## src/rtl/mdc_pkg.sv

```systemverilog
package mdc_pkg;

  typedef enum logic [1:0] {
    ADJ_NONE  = 2'd0,
    ADJ_SHORT = 2'd1,
    ADJ_LONG  = 2'd2
  } adj_e;

  typedef enum logic [2:0] {
    PH_OUTSIDE = 3'd0,
    PH_JITTER  = 3'd1,
    PH_EARLY   = 3'd2,
    PH_LATE    = 3'd3,
    PH_FAULT   = 3'd4
  } phase_e;

  // Sort an edge offset (observed minus predicted sample) into a class.
  function automatic phase_e classify(input int offset,
                                      input int early_lo, input int early_hi,
                                      input int late_lo, input int late_hi,
                                      input int guard_e, input int guard_l);
    if (offset < -guard_e || offset > guard_l)          return PH_OUTSIDE;
    if (offset <= -early_lo && offset >= -early_hi)      return PH_EARLY;
    if (offset >= late_lo && offset <= late_hi)          return PH_LATE;
    if (offset > -early_lo && offset < late_lo)          return PH_JITTER;
    return PH_FAULT;
  endfunction

  // Final sample index of a bit, given the correction in force.
  function automatic int period_last(input int osr, input adj_e a);
    case (a)
      ADJ_SHORT: return osr - 2;
      ADJ_LONG:  return osr;
      default:   return osr - 1;
    endcase
  endfunction

endpackage

```

## src/rtl/mdc_edge_det.sv

```systemverilog
module mdc_edge_det (
  input  logic clk,
  input  logic rst_n,
  input  logic smp_en,
  input  logic rxd,
  output logic edge_seen
);
  logic prev_lvl;

  always_ff @(posedge clk or negedge rst_n) begin
    if (!rst_n)      prev_lvl <= 1'b1;
    else if (smp_en) prev_lvl <= rxd;
  end

  assign edge_seen = smp_en && (rxd != prev_lvl);

  // the stored level only moves on a sample
  assert_prev_hold_R11: assert property (@(posedge clk) disable iff (!rst_n)
    !smp_en |=> $stable(prev_lvl));
endmodule

```

## src/rtl/mdc_bit_timer.sv

```systemverilog
module mdc_bit_timer
  import mdc_pkg::*;
#(
  parameter int OSR = 16,
  parameter int CW  = 5
) (
  input  logic          clk,
  input  logic          rst_n,
  input  logic          smp_en,
  input  adj_e          adj,
  output logic [CW-1:0] cnt,
  output logic          wrap
);
  logic [CW-1:0] last_idx;

  always_comb last_idx = CW'(period_last(OSR, adj));
  assign wrap = (cnt == last_idx);

  always_ff @(posedge clk or negedge rst_n) begin
    if (!rst_n)      cnt <= '0;
    else if (smp_en) cnt <= wrap ? '0 : cnt + 1'b1;
  end

  assert_cnt_bound_R2: assert property (@(posedge clk) disable iff (!rst_n)
    cnt <= CW'(OSR));
  assert_wrap_restart_R2: assert property (@(posedge clk) disable iff (!rst_n)
    (smp_en && wrap) |=> (cnt == '0));
  assert_cnt_hold_R11: assert property (@(posedge clk) disable iff (!rst_n)
    !smp_en |=> $stable(cnt));
endmodule

```

## src/rtl/mdc_phase_cmp.sv

```systemverilog
module mdc_phase_cmp
  import mdc_pkg::*;
#(
  parameter int OSR       = 16,
  parameter int CW        = 5,
  parameter int EARLY_MIN = 2,
  parameter int EARLY_MAX = 4,
  parameter int LATE_MIN  = 2,
  parameter int LATE_MAX  = 3,
  parameter int GUARD_E   = 6,
  parameter int GUARD_L   = 5
) (
  input  logic          clk,
  input  logic          rst_n,
  input  logic          smp_en,
  input  logic          edge_seen,
  input  logic [CW-1:0] cnt,
  input  logic          wrap,
  input  logic          comp_en,
  output adj_e          adj,
  output logic          fault
);
  localparam int MID = OSR / 2;

  logic   seen;
  phase_e cls;
  logic   judge;

  always_comb cls = classify(int'(cnt) - MID, EARLY_MIN, EARLY_MAX,
                             LATE_MIN, LATE_MAX, GUARD_E, GUARD_L);
  assign judge = edge_seen && !seen && !wrap && (cls != PH_OUTSIDE);

  always_ff @(posedge clk or negedge rst_n) begin
    if (!rst_n) begin
      seen  <= 1'b0;
      adj   <= ADJ_NONE;
      fault <= 1'b0;
    end else begin
      fault <= judge && (cls == PH_FAULT);
      if (smp_en && wrap) begin
        seen <= 1'b0;
        adj  <= ADJ_NONE;
      end else if (judge) begin
        seen <= 1'b1;
        if (comp_en && cls == PH_EARLY)     adj <= ADJ_SHORT;
        else if (comp_en && cls == PH_LATE) adj <= ADJ_LONG;
      end
    end
  end

  // once set, a correction holds until the bit ends
  assert_one_fix_R9: assert property (@(posedge clk) disable iff (!rst_n)
    (adj != ADJ_NONE && !(smp_en && wrap)) |=> adj == $past(adj));
  assert_fault_no_fix_R7: assert property (@(posedge clk) disable iff (!rst_n)
    fault |-> adj == ADJ_NONE);
  assert_comp_off_R10: assert property (@(posedge clk) disable iff (!rst_n)
    (judge && !comp_en) |=> adj == ADJ_NONE);
endmodule

```

## src/rtl/mdc_rx_drift.sv

```systemverilog
module mdc_rx_drift
  import mdc_pkg::*;
#(
  parameter int OSR         = 16,
  parameter int EARLY_MIN   = 2,
  parameter int EARLY_MAX   = 4,
  parameter int LATE_MIN    = 2,
  parameter int LATE_MAX    = 3,
  parameter int GUARD_EARLY = 6,
  parameter int GUARD_LATE  = 5
) (
  input  logic clk,
  input  logic rst_n,
  input  logic smp_en,
  input  logic rxd,
  input  logic comp_en,
  output logic bit_stb,
  output logic bit_val,
  output logic tim_err
);
  localparam int MID       = OSR / 2;
  localparam int SAMPLE_AT = MID + OSR / 4;
  localparam int CW        = $clog2(OSR + 2);

  logic          edge_seen;
  logic [CW-1:0] cnt;
  logic          wrap;
  adj_e          adj;

  mdc_edge_det u_edge (
    .clk(clk), .rst_n(rst_n), .smp_en(smp_en), .rxd(rxd), .edge_seen(edge_seen)
  );

  mdc_bit_timer #(.OSR(OSR), .CW(CW)) u_timer (
    .clk(clk), .rst_n(rst_n), .smp_en(smp_en), .adj(adj), .cnt(cnt), .wrap(wrap)
  );

  mdc_phase_cmp #(
    .OSR(OSR), .CW(CW), .EARLY_MIN(EARLY_MIN), .EARLY_MAX(EARLY_MAX),
    .LATE_MIN(LATE_MIN), .LATE_MAX(LATE_MAX),
    .GUARD_E(GUARD_EARLY), .GUARD_L(GUARD_LATE)
  ) u_phase (
    .clk(clk), .rst_n(rst_n), .smp_en(smp_en), .edge_seen(edge_seen),
    .cnt(cnt), .wrap(wrap), .comp_en(comp_en), .adj(adj), .fault(tim_err)
  );

  always_ff @(posedge clk or negedge rst_n) begin
    if (!rst_n) begin
      bit_stb <= 1'b0;
      bit_val <= 1'b0;
    end else begin
      bit_stb <= smp_en && (cnt == CW'(SAMPLE_AT));
      if (smp_en && cnt == CW'(SAMPLE_AT)) bit_val <= rxd;
    end
  end

  assert_stb_after_sample_R3: assert property (@(posedge clk) disable iff (!rst_n)
    bit_stb |-> $past(smp_en));
  assert_stb_single_R2: assert property (@(posedge clk) disable iff (!rst_n)
    bit_stb |=> !bit_stb);
  assert_err_pulse_R7: assert property (@(posedge clk) disable iff (!rst_n)
    tim_err |=> !tim_err);
  assert_val_hold_R3: assert property (@(posedge clk) disable iff (!rst_n)
    !bit_stb |=> $stable(bit_val) || bit_stb);
endmodule

```

## config.mk

```make
export PLATFORM = sky130hd
export DESIGN_NAME = mdc_rx_drift
export DESIGN_NICKNAME = d
export VERILOG_FILES = /design/src/rtl/mdc_pkg.sv /design/src/rtl/mdc_edge_det.sv /design/src/rtl/mdc_bit_timer.sv /design/src/rtl/mdc_phase_cmp.sv /design/src/rtl/mdc_rx_drift.sv
export SDC_FILE = /design/constraint.sdc
export NUM_CORES = 1
export LEC_CHECK = 0
export BUFFER_PORTS_ARGS = -buffer_cell sky130_fd_sc_hd__buf_2
export CAP_MARGIN = 20
export CORE_MARGIN = 8
export CORE_UTILIZATION = 50
export DETAILED_ROUTE_END_ITERATION = 10
export HOLD_SLACK_MARGIN = 0.08
export MAX_ROUTING_LAYER = met4
export PLACE_DENSITY = 0.69
export SYNTH_ARGS = -nofsm -noshare
export SYNTH_HDL_FRONTEND = slang
export SYNTH_SLANG_ARGS = --single-unit
```

## constraint.sdc

```tcl
create_clock -name clk -period 5.7 [get_ports clk]
set_input_delay 1.14 -clock clk [delete_from_list [all_inputs] [get_ports clk]]
set_output_delay 1.14 -clock clk [all_outputs]
set_load 0.005 [all_outputs]
```

# Word-level counts from Yosys, hierarchy flattened
# Cells that the tools add are included.
[classes] n_lt_le_gt_ge=8 n_eq_ne=8 reduce_logical=19 n_addsub=2 muxes=26
[op_table] op="greater-or-equal comparator 32 x 3 -> 1 bit (second input constant)" n=2
[op_table] op="greater-than comparator 32 x 2 -> 1 bit (second input constant)" n=1
[op_table] op="greater-than comparator 32 x 4 -> 1 bit (second input constant)" n=1
[op_table] op="less-or-equal comparator 32 x 2 -> 1 bit (second input constant)" n=1
[op_table] op="less-or-equal comparator 32 x 3 -> 1 bit (second input constant)" n=1
[op_table] op="< comparator 32 x 3 -> 1 bit (second input constant)" n=1
[op_table] op="< comparator 32 x 4 -> 1 bit (second input constant)" n=1
[op_table] op="two-way mux 3 bit" n=8
[op_table] op="logical AND 1 bit" n=12
[op_table] op="two-way mux 1 bit" n=12
[op_table] op="case mux 5 bit (2 select lines)" n=1
[op_table] op="two-way mux 2 bit" n=4
[op_table] op="equality test 3 x 2 -> 1 bit (second input constant)" n=2
[op_table] op="nonzero test 3 bit" n=2
[op_table] op="subtractor 5 x 4 -> 6 bit (second input constant)" n=1
[op_table] op="adder 5 x 1 -> 5 bit (second input constant)" n=1
[op_table] op="equality test 5 x 4 -> 1 bit (second input constant)" n=1
[op_table] op="equality test 5 bit" n=1
[op_table] op="two-way mux 5 bit" n=1
[op_table] op="equality test 3 bit (second input constant)" n=1
[op_table] op="equality test 2 x 1 -> 1 bit (second input constant)" n=1
[op_table] op="equality test 2 bit (second input constant)" n=1
[op_table] op="logical NOT 1 bit" n=2
[op_table] op="AND reduction 2 bit" n=1
[op_table] op="3 further kinds" n=3
[totals] out_inout_bits=3 register_bits=12 elab_cells=70 input_bits=5

# Depth between registers and ports, before layout
[logic_depth] word_depth=20 mapped_depth=8

# By module
# A second synthesis with hierarchy kept.
[hier_totals] hier_cells=73 area_unflattened_um2=779.5
[by_module_without_submodules] mod="mdc_bit_timer" cells_each=31 n_inst=1 area_each_um2=335.3
[by_module_without_submodules] mod="mdc_phase_cmp" cells_each=33 n_inst=1 area_each_um2=311.5
[by_module_without_submodules] mod="mdc_rx_drift" cells_each=5 n_inst=1 area_each_um2=80.1
[by_module_without_submodules] mod="mdc_edge_det" cells_each=4 n_inst=1 area_each_um2=52.6

# Least setup slack after synthesis
# No wires, ideal clock.
[synth_timing] path_kind="input to register" startpoint="input smp_en" endpoint="register u_phase.adj[1]" t_required_ns=5.578 arrival_time_ns=2.037 path_slack_ns=3.541 cell_stages=5 path_cell_list="clkbuf_1 -> nand3b_1 -> a211oi_2 -> nand3_1 -> nor3b_2"
[synth_via] elab_chain_len=6
[synth_rtl] element="start, declared" line="mdc_rx_drift.sv:14" source="input logic smp_en,"
[synth_rtl] element="logical AND 1 bit" line="mdc_edge_det.sv:15" source="assign edge_seen = smp_en && (rxd != prev_lvl);"
[synth_rtl] element="logical AND 1 bit (3 in series)" line="mdc_phase_cmp.sv:31" source="assign judge = edge_seen && !seen && !wrap && (cls != PH_OUTSIDE);"
[synth_rtl] element="nonzero test 2 bit (no line)"
[synth_rtl] element="AND reduction 2 bit (no line)"
[synth_rtl] element="end signal, assigned" line="mdc_phase_cmp.sv:36" source="adj <= ADJ_NONE;"
[synth_rtl] element="end signal, assigned" line="mdc_phase_cmp.sv:42" source="adj <= ADJ_NONE;"
[synth_rtl] element="end signal, assigned" line="mdc_phase_cmp.sv:45" source="if (comp_en && cls == PH_EARLY) adj <= ADJ_SHORT;"
[synth_rtl] element="end, declared" line="mdc_phase_cmp.sv:20" source="output adj_e adj,"
# Several ways; a longest one is shown, not always the timed one.
# A chain may end at the register's enable or synchronous reset.

# Worst setup path in the final report
[layout_timing] startpoint="register u_timer.cnt[3]" endpoint="register u_phase.adj[1]"
[layout_via] elab_chain_len=16
[layout_rtl] element="start, declared" line="mdc_bit_timer.sv:11" source="output logic [CW-1:0] cnt,"
[layout_rtl] element="start signal, assigned" line="mdc_bit_timer.sv:21" source="else if (smp_en) cnt <= wrap ? '0 : cnt + 1'b1;"
[layout_rtl] element="subtractor 5 x 4 -> 6 bit" line="mdc_phase_cmp.sv:29" source="always_comb cls = classify(int'(cnt) - MID, EARLY_MIN, EARLY_MAX,"
[layout_rtl] element="greater-than comparator 32 x 2 -> 1 bit / < comparator 32 x 3 -> 1 bit (equally long branches)" line="mdc_pkg.sv:25" source="if (offset > -early_lo && offset < late_lo) return PH_JITTER;"
[layout_rtl] element="logical AND 1 bit" line="mdc_pkg.sv:25"
[layout_rtl] element="two-way mux 1 bit (2 in series)" line="mdc_pkg.sv:25"
[layout_rtl] element="two-way mux 1 bit" line="mdc_pkg.sv:24" source="if (offset >= late_lo && offset <= late_hi) return PH_LATE;"
[layout_rtl] element="two-way mux 1 bit" line="mdc_pkg.sv:23" source="if (offset <= -early_lo && offset >= -early_hi) return PH_EARLY;"
[layout_rtl] element="two-way mux 3 bit" line="mdc_pkg.sv:26" source="return PH_FAULT;"
[layout_rtl] element="two-way mux 3 bit" line="mdc_pkg.sv:25"
[layout_rtl] element="two-way mux 3 bit" line="mdc_pkg.sv:24"
[layout_rtl] element="two-way mux 3 bit" line="mdc_pkg.sv:23"
[layout_rtl] element="equality test 3 x 2 -> 1 bit" line="mdc_phase_cmp.sv:45"
[layout_rtl] element="logical AND 1 bit" line="mdc_phase_cmp.sv:45"
[layout_rtl] element="two-way mux 2 bit" line="mdc_phase_cmp.sv:45"
[layout_rtl] element="two-way mux 2 bit" line="mdc_phase_cmp.sv:43" source="end else if (judge) begin"
[layout_rtl] element="two-way mux 2 bit" line="mdc_phase_cmp.sv:40" source="if (smp_en && wrap) begin"
[layout_rtl] element="end signal, assigned" line="mdc_phase_cmp.sv:42"
[layout_rtl] element="end signal, assigned" line="mdc_phase_cmp.sv:45"
[layout_rtl] element="end signal, assigned" line="mdc_phase_cmp.sv:46" source="else if (comp_en && cls == PH_LATE) adj <= ADJ_LONG;"
# Several ways; a longest one is shown, not always the timed one. The select of a mux whose other input is x is not followed.

==> run summary <==
status = complete, no violations
Top Usage Layer GRT = met2
postcts setup bufs = 0
Cell Pwr Density = 482 mW/mm^2
M3 GR Usage = 4.57%
drt pass-1 iters = 4
max_cap viols = 0
hold path start = bit_val$_DFFE_PN0P_
GP Congestion = 0.868
Crit. End Element = flop
CP startpoint kind = flop
wire per inst = 14.5 um
Core Region = 0.00149 mm^2
Root Driver = clkbuf_4
worst hold stages = 1
Fmax achieved = 455 MHz
largest net degree at the start of global routing = 14
Die ar. = 0.00310 mm^2
mapped cell area = 786 um^2
final setup vio count = 0
WP data arrival = 2.35 ns
clk_skew = 0.00430 ns
Yosys cell types = 37
CTS tree = built
commonest non-fill, non-tap cells in the layout = dfrtp_1, inv_1, nor2_1, buf_2, ha_1
grt total ovfl = 0
grt met1 use = 12.5%
Ys Warns = 0
setup TNS = 0 ns
Syn Area/Cell = 10.1 um^2
R2R Path End = u_phase.adj[1]$_DFFE_PN0P_
PortBufs = 7
WL final = 1.48 mm
chip width = 55.6 um
Leak = 0.000410 uW
Synthesized Nets = 89
Hold Path Class = flop to flop
hold buffers post-CTS = 0
Tcrit/Tclk final = 38.6%
top_reg_cell synth = dfrtp_1
Post-DRT Antenna Nets = 0
final hold violation count = 0
DR iter-0 viols = 16
Post-Syn Instances = 78
Antenna Cells = 0
crit path setup slack, layout = 3.50 ns
global-route usage over all layers = 10.4%
worst hold path endpoint = bit_val$_DFFE_PN0P_
Via density = 5.64
Final Max Tran Viols = 0
Boundary Pins = 8
Vert. Die Dim = 55.6 um
hpwl dp = 1.12 mm
dpl cell area = 825 um^2
Slew Limit Headroom = 69.9%
vias in the first global route = 541
Rows = 14
vias = 575
drt drc = 0
Clock Path Buffers = 2
final period demand of the worst path = 2.20 ns
clk_lat worst skew = 0.27 ns
layout cells sized above 1 = 22.1%
final layout net count = 98
commonest non-fill, non-tap cell in the layout = dfrtp_1
Syn-to-layout area delta = 9.55%
routing usage on met2 = 15.1%
Initial Util = 52.8%
CTS Buf Count = 3
pre-CTS setup slack = 3.36 ns
Seq cells post-synth = 12
Setup Crit Path Kind = flop to flop
R2R depth = 7
CTS clk-pin slew, worst paths = 0.08 ns
Sink Count = 12
RSZ-0062 raised after global routing = no
CTS resizes = 0
htree depth = 1
worst vdd ir = 0.000211 V
initial antenna violation count = 0
Worst Tran Pin Value = 0.446 ns
number of flops mapped to enable cells by yosys = 0
R2R setup slack = 3.50 ns
first-pass GRT wire length = 2.52 mm
Critical Path Fanout Max = 8
Required @ worst endpoint = 5.85 ns
r2r startpoint = u_timer.cnt[3]$_DFFE_PN0P_
ys async rst share = 100%
post-route cell area = 861 um^2
post-synthesis sequential area ratio = 38.4%
layer usage:
metal / share of wire, % / wire length (um)
met5: 0 / 0
met4: 0.54 / 8
met3: 4.7 / 70
met2: 47 / 697
met1: 48 / 704
registers in the layout (all words and copies together) (netlist names):
signal,count
bit_stb,1
bit_val,1
u_edge.prev_lvl,1
u_phase.adj,2
u_phase.fault,1
u_phase.seen,1
u_timer.cnt,5
Yosys cell counts (2+ instances only):
master / count / area share, %
nand4_1: 2 / 1.6
and3_1: 2 / 1.6
nor2b_1: 2 / 1.6
xnor2_1: 2 / 2.2
dfrtp_1: 11 / 35
inv_1: 7 / 3.3
nand2_1: 5 / 2.4
nand3b_1: 2 / 1.9
nor2_1: 7 / 3.3
xor2_1: 3 / 3.3
o21ai_0: 2 / 1.3
mux2_2: 3 / 4.3
ha_1: 6 / 9.6
worst max path at each step:
stage,start,to,slack (ns),cells past startpoint
floorplan,smp_en,u_phase.adj[1]$_DFFE_PN0P_,3.54,5
global placement,smp_en,bit_val$_DFFE_PN0P_,3.38,4
detailed placement,smp_en,bit_val$_DFFE_PN0P_,3.36,4
CTS,u_timer.cnt[3]$_DFFE_PN0P_,u_phase.adj[1]$_DFFE_PN0P_,3.51,7
global route,u_timer.cnt[3]$_DFFE_PN0P_,u_phase.adj[1]$_DFFE_PN0P_,3.36,7
finish,u_timer.cnt[3]$_DFFE_PN0P_,u_phase.adj[1]$_DFFE_PN0P_,3.50,7
worst max-delay path: stages (launching register included):
cell and delay [ns]:
dfrtp_1 0.50, inv_1 0.19, ha_1 0.30, nand3b_1 0.22
o32a_1 0.21, a211oi_2 0.35, nand3_1 0.14, nor3b_2 0.18
power breakdown:
part           internal [uW]  leakage [uW]  switching [uW]
clock                   38.8     0.0000210            27.5
sequential               117      0.000146            45.4
combinational           87.5      0.000243            99.4
total                    243      0.000410             172
metrics by stage:
step | total power (uW) | instances | utilization, % | hold WS, ns
2_1_floorplan | 302 | 78 | - | 0.452
3_3_place_gp | 344 | 98 | 55.4 | 0.488
3_5_place_dp | 349 | 98 | 55.4 | 0.494
4_1_cts | 417 | 102 | 57.8 | 0.512
5_1_grt | 455 | 102 | 57.8 | 0.540
6_report | 415 | 102 | 57.8 | 0.508
final cells by class:
type / instances / area, um^2
Clock buffer: 4 / 36.3
Fill cell: 121 / 628
Inverter: 7 / 26.3
Multi-Input combinational cell: 56 / 442
Sequential cell: 12 / 302
Tap cell: 16 / 20.0
Timing Repair Buffer: 7 / 35.0
cells by family after synthesis:
family | share of synthesized area [%]
xor gates and xnor gates | 5.57
buffers and inverters | 5.41
adders and majority gates | 10.8
and+or+nand+nor | 21.0
muxes | 8.44
DFF | 38.4
AOI/OAI and AO/OA | 10.4
(Power assumes the default switching activity.)
